[src/rtl/sysctl_pkg.sv]
package sysctl_pkg;

    localparam int STRETCH_W = 2;
    localparam int REG_W     = 8;
    localparam int FIELD_W   = STRETCH_W + 2;

    typedef enum logic [1:0] {
        MODE_SINGLE   = 2'b00,
        MODE_EXPANDED = 2'b01,
        MODE_PERIPH   = 2'b10,
        MODE_TEST     = 2'b11
    } op_mode_e;

    typedef struct packed {
        logic [STRETCH_W-1:0] stretch;
        logic                 upper_only;
        logic                 mem_en;
    } cfg_t;

    function automatic logic locks_after_write(op_mode_e m);
        return (m == MODE_SINGLE) || (m == MODE_EXPANDED);
    endfunction

    function automatic logic stretch_live(op_mode_e m);
        return (m == MODE_EXPANDED) || (m == MODE_TEST);
    endfunction

    function automatic cfg_t reset_cfg(op_mode_e m, logic rom_def);
        cfg_t c;
        c.stretch    = '1;
        c.upper_only = 1'b0;
        case (m)
            MODE_SINGLE, MODE_PERIPH: c.mem_en = 1'b1;
            MODE_EXPANDED:            c.mem_en = rom_def;
            default:                  c.mem_en = 1'b0;
        endcase
        return c;
    endfunction

endpackage

[src/rtl/sysctl_store.sv]
module sysctl_store
    import sysctl_pkg::*;
(
    input  logic     clk_i,
    input  logic     rst_i,
    input  op_mode_e mode_i,
    input  logic     rom_def_i,
    input  logic     wr_en_i,
    input  cfg_t     wdata_i,
    output cfg_t     cfg_o
);

    logic locked_q;
    logic pend_vld_q;
    cfg_t pend_q;
    cfg_t cfg_q;
    logic accept;
    logic locking;

    assign locking = locks_after_write(mode_i);
    assign accept  = wr_en_i && !(locking && locked_q);

    always_ff @(posedge clk_i) begin
        if (rst_i) begin
            cfg_q      <= reset_cfg(mode_i, rom_def_i);
            pend_q     <= '0;
            pend_vld_q <= 1'b0;
            locked_q   <= 1'b0;
        end else begin
            pend_vld_q <= accept;
            if (accept) begin
                pend_q <= wdata_i;
            end
            if (accept && locking) begin
                locked_q <= 1'b1;
            end
            if (pend_vld_q) begin
                cfg_q <= pend_q;
            end
        end
    end

    assign cfg_o = cfg_q;


    lock_ignore_chk: assert property (@(posedge clk_i) disable iff (rst_i)
        (locked_q && locking && wr_en_i) |=> !pend_vld_q);


    delay_hold_chk: assert property (@(posedge clk_i) disable iff (rst_i)
        (wr_en_i && !pend_vld_q) |=> $stable(cfg_q));

endmodule

[src/rtl/sysctl_stretch.sv]
module sysctl_stretch #(
    parameter int N_W = 2
) (
    input  logic           clk_i,
    input  logic           rst_i,
    input  logic           req_i,
    input  logic [N_W-1:0] n_i,
    output logic           rdy_o
);

    logic           busy_q;
    logic [N_W-1:0] rem_q;
    logic           start;

    assign start = req_i && !busy_q;
    assign rdy_o = busy_q ? (rem_q == '0) : (start && (n_i == '0));

    always_ff @(posedge clk_i) begin
        if (rst_i) begin
            busy_q <= 1'b0;
            rem_q  <= '0;
        end else if (busy_q) begin
            if (rem_q == '0) begin
                busy_q <= 1'b0;
            end else begin
                rem_q <= rem_q - 1'b1;
            end
        end else if (start && (n_i != '0)) begin
            busy_q <= 1'b1;
            rem_q  <= n_i - 1'b1;
        end
    end


    stretch_start_low_chk: assert property (@(posedge clk_i) disable iff (rst_i)
        (start && (n_i != '0)) |-> !rdy_o);


    rdy_needs_req_chk: assert property (@(posedge clk_i) disable iff (rst_i)
        rdy_o |-> req_i);

endmodule

[src/rtl/sysctl_qual.sv]
module sysctl_qual
    import sysctl_pkg::*;
(
    input  cfg_t cfg_i,
    output logic mem_en_o,
    output logic lo_fixed_en_o,
    output logic win_en_o
);

    assign mem_en_o      = cfg_i.mem_en;
    assign win_en_o      = cfg_i.mem_en;
    assign lo_fixed_en_o = cfg_i.mem_en && !cfg_i.upper_only;

endmodule

[src/rtl/sysctl_cfg_reg.sv]
module sysctl_cfg_reg
    import sysctl_pkg::*;
(
    input  logic        clk_i,
    input  logic        rst_i,
    input  logic [1:0]  mode_i,
    input  logic        rom_def_i,
    input  logic        sel_i,
    input  logic        wr_i,
    input  logic [7:0]  wdata_i,
    output logic [7:0]  rdata_o,
    input  logic        req_i,
    output logic        rdy_o,
    output logic        mem_en_o,
    output logic        lo_fixed_en_o,
    output logic        win_en_o
);

    localparam int PAD_W = REG_W - FIELD_W;

    op_mode_e             mode;
    cfg_t                 cfg;
    cfg_t                 wcfg;
    logic [STRETCH_W-1:0] n_eff;

    assign mode = op_mode_e'(mode_i);
    assign wcfg = cfg_t'(wdata_i[FIELD_W-1:0]);

    sysctl_store u_store (
        .clk_i     (clk_i),
        .rst_i     (rst_i),
        .mode_i    (mode),
        .rom_def_i (rom_def_i),
        .wr_en_i   (sel_i && wr_i),
        .wdata_i   (wcfg),
        .cfg_o     (cfg)
    );

    assign n_eff = stretch_live(mode) ? cfg.stretch : '0;

    sysctl_stretch #(.N_W(STRETCH_W)) u_stretch (
        .clk_i (clk_i),
        .rst_i (rst_i),
        .req_i (req_i),
        .n_i   (n_eff),
        .rdy_o (rdy_o)
    );

    sysctl_qual u_qual (
        .cfg_i         (cfg),
        .mem_en_o      (mem_en_o),
        .lo_fixed_en_o (lo_fixed_en_o),
        .win_en_o      (win_en_o)
    );

    assign rdata_o = {{PAD_W{1'b0}}, cfg};


    nostretch_immediate_chk: assert property (@(posedge clk_i) disable iff (rst_i)
        (!stretch_live(mode) && req_i) |-> rdy_o);

endmodule

[config.mk]
export PLATFORM = sky130hd
export DESIGN_NAME = sysctl_cfg_reg
export DESIGN_NICKNAME = d
export VERILOG_FILES = /design/src/rtl/sysctl_pkg.sv /design/src/rtl/sysctl_store.sv /design/src/rtl/sysctl_stretch.sv /design/src/rtl/sysctl_qual.sv /design/src/rtl/sysctl_cfg_reg.sv
export SDC_FILE = /design/constraint.sdc
export NUM_CORES = 1
export LEC_CHECK = 0
export BUFFER_PORTS_ARGS = -buffer_cell sky130_fd_sc_hd__buf_2
export CAP_MARGIN = 20
export CORE_MARGIN = 8
export CORE_UTILIZATION = 40
export CTS_CLUSTER_SIZE = 8
export DETAILED_ROUTE_END_ITERATION = 8
export PLACE_DENSITY = 0.7
export SETUP_SLACK_MARGIN = 0.1
export SLEW_MARGIN = 15
export SYNTH_ARGS = -nofsm -noshare
export SYNTH_HDL_FRONTEND = slang
export SYNTH_SLANG_ARGS = --single-unit
[constraint.sdc]
create_clock -name clk_i -period 1.65 [get_ports clk_i]
set_clock_uncertainty 0.1 [all_clocks]
set_input_delay 0.33 -clock clk_i [delete_from_list [all_inputs] [get_ports clk_i]]
set_output_delay 0.33 -clock clk_i [all_outputs]
set_load 0.05 [all_outputs]
==> flow_summary.json, run 1 <==
{
  "status": "completed",
  "synth_top_area_cell": "dfxtp_1",
  "cts-root-buf": "clkbuf_4",
  "num_rows": 14,
  "numCtsBuffers": 3,
  "ys_warn_count": 0,
  "vias_per_cell": 5.14,
  "grt_max_degree": 13,
  "hold_path_depth": 3,
  "hold_buffers": 0,
  "cts_tree": "done",
  "drv_slew": 0,
  "syn-cell-area_um2": 607,
  "drv_cap": 0,
  "dieArea_um2": 3020,
  "synthDistinctLibCells": 25,
  "initial_utilization_pct": 41.2,
  "finalHoldViolCount": 0,
  "post_dp_cell_area_um2": 693,
  "max_freq_ghz": 0.665,
  "grt.total_usage_pct": 9.07,
  "leakagePower_uw": 0.000326,
  "clock_path_buffers": 2,
  "io_pins": 28,
  "synth_top_cells_by_area": "dfxtp_1, buf_4, mux2i_1, o21ai_0, edfxtp_1",
  "synth.yosys.seq_area_share_pct": 44.5,
  "rsz0062_at_grt": "false",
  "finalNetCount": 104,
  "path_max_fanout": 5,
  "pwr-share-seq_pct": 48.9,
  "finish.instance_area_um2": 756,
  "ant_nets": 0,
  "clk_pin_slew_ps": 80,
  "finalSetupTns_ps": 0,
  "h-tree-depth": 1,
  "grt_first_pass_wirelength_um": 1890,
  "cts.sinks": 13,
  "gp_congestion": 0.764,
  "vdd_drop_max_uv": 543,
  "antenna_cells": 0,
  "ys_ff_latch": 13,
  "fin_ws_ps": 146,
  "grt_overflow": 0,
  "synth_cells": 66,
  "final_layout_size_suffix_gt1_share_pct": 40.2,
  "worstPathArrival_ps": 1070,
  "switching_share_pct": 32.7,
  "p_per_area_nw_per_um2": 954,
  "core_area_um2": 1470,
  "clockPowerShare_pct": 28.4,
  "internal-power_uw": 486,
  "numPortBuffers": 19,
  "clk_latency_ps": 280,
  "routed_wirelength_um": 1330,
  "p_switching_uw": 236,
  "period_needed_ps": 1500,
  "die_h_um": 55.0,
  "setup.worst_path.class": "flop to output port",
  "critPathLaunchType": "flop",
  "worst_setup_path_end_kind": "output port",
  "period_share_pct": 91.2,
  "first_global_vias": 433,
  "place_ws_ps": 232,
  "fp.dieW_um": 55.0,
  "combPwrFrac_pct": 22.7,
  "synth_top_area_share_pct": 39.6,
  "avgRoutedWirePerCell_um": 12.9,
  "drt_first_pass_iters": 4,
  "area_growth_pct": 24.5,
  "crit_required_ps": 1220,
  "hp-class": "input pin to flop",
  "antenna_found_initial": 0,
  "syn_area_per_cell_um2": 9.19,
  "drcViolationCount": 0,
  "drt_iter0_drc": 22,
  "r2r_cells": 3,
  "setup_violations": 0,
  "vias": 529
}
power by group through the flow:
stage / registers [uW] / clock network (uW) / logic [uW]
final: 353 / 205 / 164
after global routing: 356 / 225 / 175
after CTS: 353 / 209 / 158
after detailed placement: 359 / 0 / 155
after global placement: 358 / 0 / 153
after floorplan: 373 / 0 / 113
synth_stat cells (all sizes together):
master and n:
or2 1, o21ai 6, nand4 4, inv 1, nor3 1, nor2 4
a21oi 5, nand2b 4, a32o 1, o21a 2, a22o 1, and3 2
dfxtp 12, a211oi 1, nand2 4, nor2b 3, a2111oi 1, a31oi 1
buf 7, conb 1, mux2i 3, edfxtp 1
through the flow:
stage                     util, %  hold WS (ps)  power [uW]  instances
after floorplan                 -           306         487         69
after global placement       47.1           356         511         97
after detailed placement     47.1           364         514         97
after CTS                    49.5           190         721        101
after global routing         51.4           189         755        103
final                        51.4           194         721        103
timing repair:
item | 4_1_cts | 5_1_grt
endpoints found under the setup margin | 1 | 1
buffers inserted | 0 | 2
gates resized for setup | 5 | 4
sequential cells by signal (all words and copies together) (netlist names):
register            flops
u_store.cfg_o           4
u_store.locked_q        1
u_store.pend_q          4
u_store.pend_vld_q      1
u_stretch.busy_q        1
u_stretch.rem_q         2
final timing paths:
check | slack [ps] | startpoint | endpoint
max | 150 | u_store.cfg_o[2] | rdy_o
min | 190 | wdata_i[1] | u_store.pend_q[1]
max reg2reg | 510 | u_store.cfg_o[2] | u_stretch.rem_q[0]
min reg2reg | 380 | u_store.pend_q[3] | u_store.cfg_o[3]
cell families after synthesis:
kind of cell / share of synthesized area (%)
buffers and inverters: 8.86
AND/OR/NAND/NOR: 21.4
multiplexers: 4.95
AO/OA/AOI/OAI: 19.6
flip-flops: 44.5
other: 0.618
cell usage in the layout, fill, tap and decap left out, drive strengths merged:
cell	n
a22o	1
and3	2
nand2b	4
edfxtp	1
mux2i	3
nor2	4
a32o	1
a21oi	5
nor2b	3
clkbuf	4
nand2	4
nor3	1
a31oi	1
dfxtp	12
conb	4
nand4	4
buf	21
a2111oi	1
o21a	2
o21ai	6
or2	1
inv	1
a211oi	1
critical path: stages (launching register included):
cell	delay, ps
dfxtp_2	350
o21ai_2	140
a22o_1	150
buf_6	150
metal layers:
| layer | GRT usage (%) | wire [um] |
|---|---|---|
| met5 | 0 | 0 |
| met4 | 9.60 | 56 |
| met3 | 2.41 | 100 |
| met2 | 12.3 | 632 |
| met1 | 10.9 | 540 |
cell type report:
class | count | area (um^2)
Inverter | 1 | 3.75
Tap cell | 16 | 20.0
Multi-Input combinational cell | 48 | 310
Sequential cell | 13 | 279
Fill cell | 146 | 716
Timing Repair Buffer | 21 | 116
Clock buffer | 4 | 26.3
Power figures use the tool's default switching activity.
==> run 2, diff against run 1 <==
--- a/config.mk
+++ b/config.mk
@@ -5,13 +5,14 @@
 export SDC_FILE = /design/constraint.sdc
 export NUM_CORES = 1
 export LEC_CHECK = 0
+export ABC_AREA = 1
 export BUFFER_PORTS_ARGS = -buffer_cell sky130_fd_sc_hd__buf_2
 export CAP_MARGIN = 20
 export CORE_MARGIN = 8
 export CORE_UTILIZATION = 40
 export CTS_CLUSTER_SIZE = 8
 export DETAILED_ROUTE_END_ITERATION = 8
-export PLACE_DENSITY = 0.7
+export PLACE_DENSITY = 0.69
 export SETUP_SLACK_MARGIN = 0.1
 export SLEW_MARGIN = 15
 export SYNTH_ARGS = -nofsm -noshare
==> flow_summary.json, run 2 <==
{
  "async_reset_ff_share_pct": 0,
  "grt_max_degree": 12,
  "gp_congestion": 0.733,
  "ys.flop_type": "dfxtp_1",
  "synth_top_area_share_pct": 37.9,
  "ys_warn_count": 0,
  "leakagePower_uw": 0.000437,
  "switching_share_pct": 35.6,
  "final_cell_mix": "nand2_1, buf_2, nor2_1",
  "p_per_area_nw_per_um2": 953,
  "r2r_cells": 7,
  "place_ws_ps": 147,
  "dpl.hpwl_um": 1040,
  "r2r_end": "u_stretch.rem_q[0]",
  "p_switching_uw": 281,
  "synth-edff-count": 1,
  "syn-cell-area_um2": 633,
  "worst_setup_path_end_kind": "output port",
  "min_to": "u_store.locked_q",
  "numCtsBuffers": 3,
  "antenna_cells": 0,
  "grt.total_usage_pct": 9.07,
  "r2r_start": "u_store.cfg_o[3]",
  "r2r_slack_ps": 540,
  "path_max_fanout": 4,
  "synthDistinctLibCells": 16,
  "area_growth_pct": 30.8,
  "crit_required_ps": 1220,
  "grt_first_pass_wirelength_um": 2350,
  "routed_wirelength_um": 1350,
  "setup_violations": 0,
  "finalNetCount": 134,
  "worstPathArrival_ps": 1090,
  "pwr-share-seq_pct": 45.7,
  "clk_pin_slew_ps": 90,
  "fin_hold_ws_ps": 169,
  "grt_overflow": 0,
  "fin_ws_ps": 135,
  "avgRoutedWirePerCell_um": 10.1,
  "drv_slew": 0,
  "ys_ff_latch": 13,
  "hp-class": "input pin to flop",
  "status": "completed",
  "finalHoldViolCount": 0,
  "fp.dieW_um": 55.8,
  "period_share_pct": 91.8,
  "num_rows": 14,
  "synth_top_cells_by_area": "dfxtp_1, nand2_1, nor2_1, buf_4, nand3_1",
  "max_freq_ghz": 0.660,
  "synth_cells": 93,
  "internal-power_uw": 508,
  "drt_iter0_drc": 2,
  "drv_cap": 0,
  "clock_path_buffers": 2,
  "vdd_drop_max_uv": 555,
  "yosysMostFrequentCell": "nand2_1",
  "vias_per_cell": 4.62,
  "first_global_vias": 612,
  "cts-root-buf": "clkbuf_4",
  "core_area_um2": 1490,
  "hold_buffers": 0,
  "dieArea_um2": 3110,
  "synth.yosys.seq_area_share_pct": 42.7,
  "cts.sinks": 13,
  "hold_path_depth": 2,
  "io_pins": 28,
  "final_layout_size_suffix_gt1_share_pct": 35.0,
  "ys_top_cells_by_count": "nand2_1, nor2_1, dfxtp_1",
  "setup.worst_path.class": "flop to output port",
  "syn_area_per_cell_um2": 6.81,
  "antenna_found_initial": 0,
  "cts_tree": "done",
  "drt_first_pass_iters": 5,
  "finalSetupTns_ps": 0,
  "vias": 614,
  "clockPowerShare_pct": 24.4,
  "critPathLaunchType": "flop",
  "period_needed_ps": 1520,
  "die_h_um": 55.8,
  "numPortBuffers": 19,
  "clk_latency_ps": 280,
  "final_common_cell": "nand2_1",
  "initial_utilization_pct": 42.5,
  "drcViolationCount": 0,
  "h-tree-depth": 1,
  "synth_top_area_cell": "dfxtp_1",
  "ant_nets": 0,
  "hp-start": "rst_i",
  "combPwrFrac_pct": 29.8,
  "rsz0062_at_grt": "true"
}
-- run 2: changes by cell type after synthesis, sizes merged, moves of 4 or more --
cell | before | now
a21oi | 5 | 1
inv | 1 | 10
nand2 | 4 | 31
nand2b | 4 | 0
nand3 | 0 | 8
nand4 | 4 | 0
nor2 | 4 | 15
-- run 2: layout make-up --
cell class | instances | area (um^2)
Clock buffer | 3 | 22.5
Fill cell | 153 | 661
Inverter | 10 | 40.0
Tap cell | 16 | 20.0
Multi-Input combinational cell | 66 | 323
Timing Repair Buffer | 24 | 141
Sequential cell | 13 | 277
Clock inverter | 1 | 5.00
-- run 2: through the flow --
stage	util (%)	cell area, um^2	power [uW]	instances
after floorplan	-	663	541	96
after global placement	48.9	728	571	124
after detailed placement	48.9	728	574	124
after CTS	52.9	788	785	131
after global routing	55.6	828	842	133
final	55.6	828	789	133
-- run 2: how the worst max path moves through the flow --
stage / start / to / slack (ps) / cells after the start
floorplan: u_store.cfg_o[3] / rdy_o / 130 / 3
global placement: mode_i[0] / rdy_o / 160 / 5
detailed placement: mode_i[0] / rdy_o / 150 / 5
CTS: u_store.cfg_o[3] / rdy_o / 110 / 4
global route: u_store.cfg_o[3] / rdy_o / 80 / 4
finish: u_store.cfg_o[3] / rdy_o / 130 / 4
-- run 2: cell families after synthesis --
kind of cell	Yosys count	synth area share (%)
AND/OR/NAND/NOR	54	36.4
buffers and inverters	17	13.8
flip-flops	13	42.7
AO/OA/AOI/OAI	8	6.52
other	1	0.592
-- run 2: routing by layer --
metal  GRT usage [%]  part of all wire, %  up-vias
li1                -                    -      324
met1            9.75                   45      266
met2            13.6                   45       20
met3            3.65                  7.0        4
met4            7.39                  2.5        0
met5               0                    0        -
-- run 2: worst max-delay path, stage by stage (launching register included) --
cell and delay (ps):
dfxtp_2 350, nand2_2 80, nand3_4 90, o21ai_4 120, buf_6 170
-- run 2: power by group through the flow --
stage	combinational [uW]	clock, uW	sequential [uW]
6_report	235	193	361
5_1_grt	259	218	365
4_1_cts	221	203	361
3_5_place_dp	206	0	368
3_3_place_gp	204	0	367
2_1_floorplan	157	0	385
-- run 2: what timing repair did --
item,in CTS,in global routing
buffers inserted,3,2
pin swaps,1,1
setup endpoints to repair,1,2
gates resized for setup,5,7
==> run 3, diff against run 2 <==
--- a/config.mk
+++ b/config.mk
@@ -9,10 +9,10 @@
 export BUFFER_PORTS_ARGS = -buffer_cell sky130_fd_sc_hd__buf_2
 export CAP_MARGIN = 20
 export CORE_MARGIN = 8
-export CORE_UTILIZATION = 40
+export CORE_UTILIZATION = 47
 export CTS_CLUSTER_SIZE = 8
 export DETAILED_ROUTE_END_ITERATION = 8
-export PLACE_DENSITY = 0.69
+export PLACE_DENSITY = 0.8
 export SETUP_SLACK_MARGIN = 0.1
 export SLEW_MARGIN = 15
 export SYNTH_ARGS = -nofsm -noshare
==> flow_summary.json, run 3 (same netlist as run 2, synthesis figures left out) <==
{
  "final_common_cell": "nand2_1",
  "avgRoutedWirePerCell_um": 10.6,
  "final_layout_size_suffix_gt1_share_pct": 33.9,
  "drt_first_pass_iters": 4,
  "path_max_fanout": 4,
  "final_cell_mix": "nand2_1, buf_2, nor2_1",
  "seqCellArea_um2": 277,
  "area_growth_pct": 29.4,
  "cts.sinks": 13,
  "status": "completed",
  "worst_setup_path_end_kind": "output port",
  "grt_first_pass_wirelength_um": 2150,
  "cts_tree": "done",
  "critPathLaunchType": "flop",
  "first_global_vias": 556,
  "gp_congestion": 0.722,
  "antenna_found_initial": 0,
  "rsz0062_at_grt": "true",
  "vias_per_cell": 4.78,
  "finalSetupTns_ps": 0,
  "num_rows": 13,
  "setup.worst_path.class": "flop to output port",
  "dieArea_um2": 2780,
  "clk_pin_slew_ps": 80,
  "initial_utilization_pct": 49.3,
  "grt_overflow": 0,
  "dpl.hpwl_um": 1040,
  "vias": 621,
  "vdd_drop_max_uv": 559,
  "numPortBuffers": 19,
  "period_needed_ps": 1530,
  "hp-class": "input pin to flop",
  "gr-usage-met1_pct": 11.8,
  "grtUsageMet2_pct": 15.6,
  "io_pins": 28,
  "routed_wirelength_um": 1380,
  "hold_buffers": 0,
  "grt.total_usage_pct": 10.4,
  "max_freq_ghz": 0.655,
  "drv_cap": 0,
  "grt_max_degree": 12,
  "setup_violations": 0,
  "worstPathArrival_ps": 1100,
  "fp.dieW_um": 52.7,
  "dp_cells": 123,
  "antenna_cells": 0,
  "post-route-util_pct": 63.8,
  "use_met3_pct": 2.84,
  "numCtsBuffers": 3,
  "hold_path_depth": 2,
  "drv_slew": 0,
  "finalNonFillerCells": 130,
  "num-fill-cells": 124,
  "drcViolationCount": 0,
  "finalNetCount": 132,
  "p_per_area_nw_per_um2": 960,
  "grt.busiest_layer": "met2",
  "core_area_um2": 1280,
  "crit_required_ps": 1220,
  "power_uw": 787,
  "cts-root-buf": "clkbuf_4",
  "ant_nets": 0,
  "multiInputGateArea_um2": 333,
  "h-tree-depth": 1,
  "clk_latency_ps": 280,
  "drt_iter0_drc": 9,
  "min_to": "u_store.pend_vld_q",
  "r2r_start": "u_stretch.busy_q",
  "leakagePower_uw": 0.000430,
  "r2r_cells": 8,
  "clock_path_buffers": 2,
  "r2r_slack_ps": 510,
  "hp-start": "rst_i",
  "finalHoldViolCount": 0,
  "period_share_pct": 92.5,
  "die_h_um": 52.7,
  "r2r_end": "u_stretch.rem_q[1]"
}
## run 3: changes by cell type in the layout (fill, tap and decap cells not counted), sizes merged
cell / previous run / this run
buf: 23 / 21
## run 3: per-stage QoR
| step | hold slack [ps] | setup WS, ps | cell area, um^2 |
|---|---|---|---|
| after detailed placement | 362 | 150 | 727 |
| after CTS | 152 | 101 | 782 |
| after global placement | 354 | 165 | 727 |
| final | 161 | 124 | 820 |
| after floorplan | 302 | 133 | 663 |
| after global routing | 147 | 68.3 | 820 |
## run 3: where the power goes
group          switching [uW]  internal (uW)  total, uW  leakage [uW]
Sequential               20.6            342        362      0.000109
Clock                     102           89.9        192     0.0000177
Combinational             160           73.1        233      0.000304
## run 3: worst max path at each step
stage	to	slack, ps	cells past startpoint	start
global route	rdy_o	70	4	u_store.cfg_o[3]
detailed placement	rdy_o	150	5	mode_i[0]
finish	rdy_o	120	4	u_store.cfg_o[3]
global placement	rdy_o	170	5	mode_i[0]
CTS	rdy_o	100	4	u_store.cfg_o[3]
floorplan	rdy_o	130	3	u_store.cfg_o[3]
## run 3: metal layers
| layer | routed length [um] | share of wire (%) | vias to the layer above |
|---|---|---|---|
| li1 | - | - | 321 |
| met3 | 120 | 8.7 | 5 |
| met5 | 0 | 0 | - |
| met2 | 607 | 44 | 28 |
| met1 | 610 | 44 | 267 |
| met4 | 43 | 3.1 | 0 |
## run 3: what timing repair did
action                     4_1_cts  5_1_grt
setup endpoints to repair        1        2
pin swaps                        1        1
buffers inserted                 2        1
gates resized for setup          6        7
## run 3: critical path, cell delays in order, from the launching register on
cell     delay (ps)
dfxtp_4         370
nand2_4          70
nand3_4          90
o21ai_4         120
buf_6           170
## run 3: layout make-up
cell class	count	share of cell area (%)
multi-input cells	66	40.6
flip-flops and latches	13	33.7
repair buffers	22	15.4
inverters	10	4.58
clock buffers	3	2.75
well taps	15	2.29
clock inverters	1	0.611
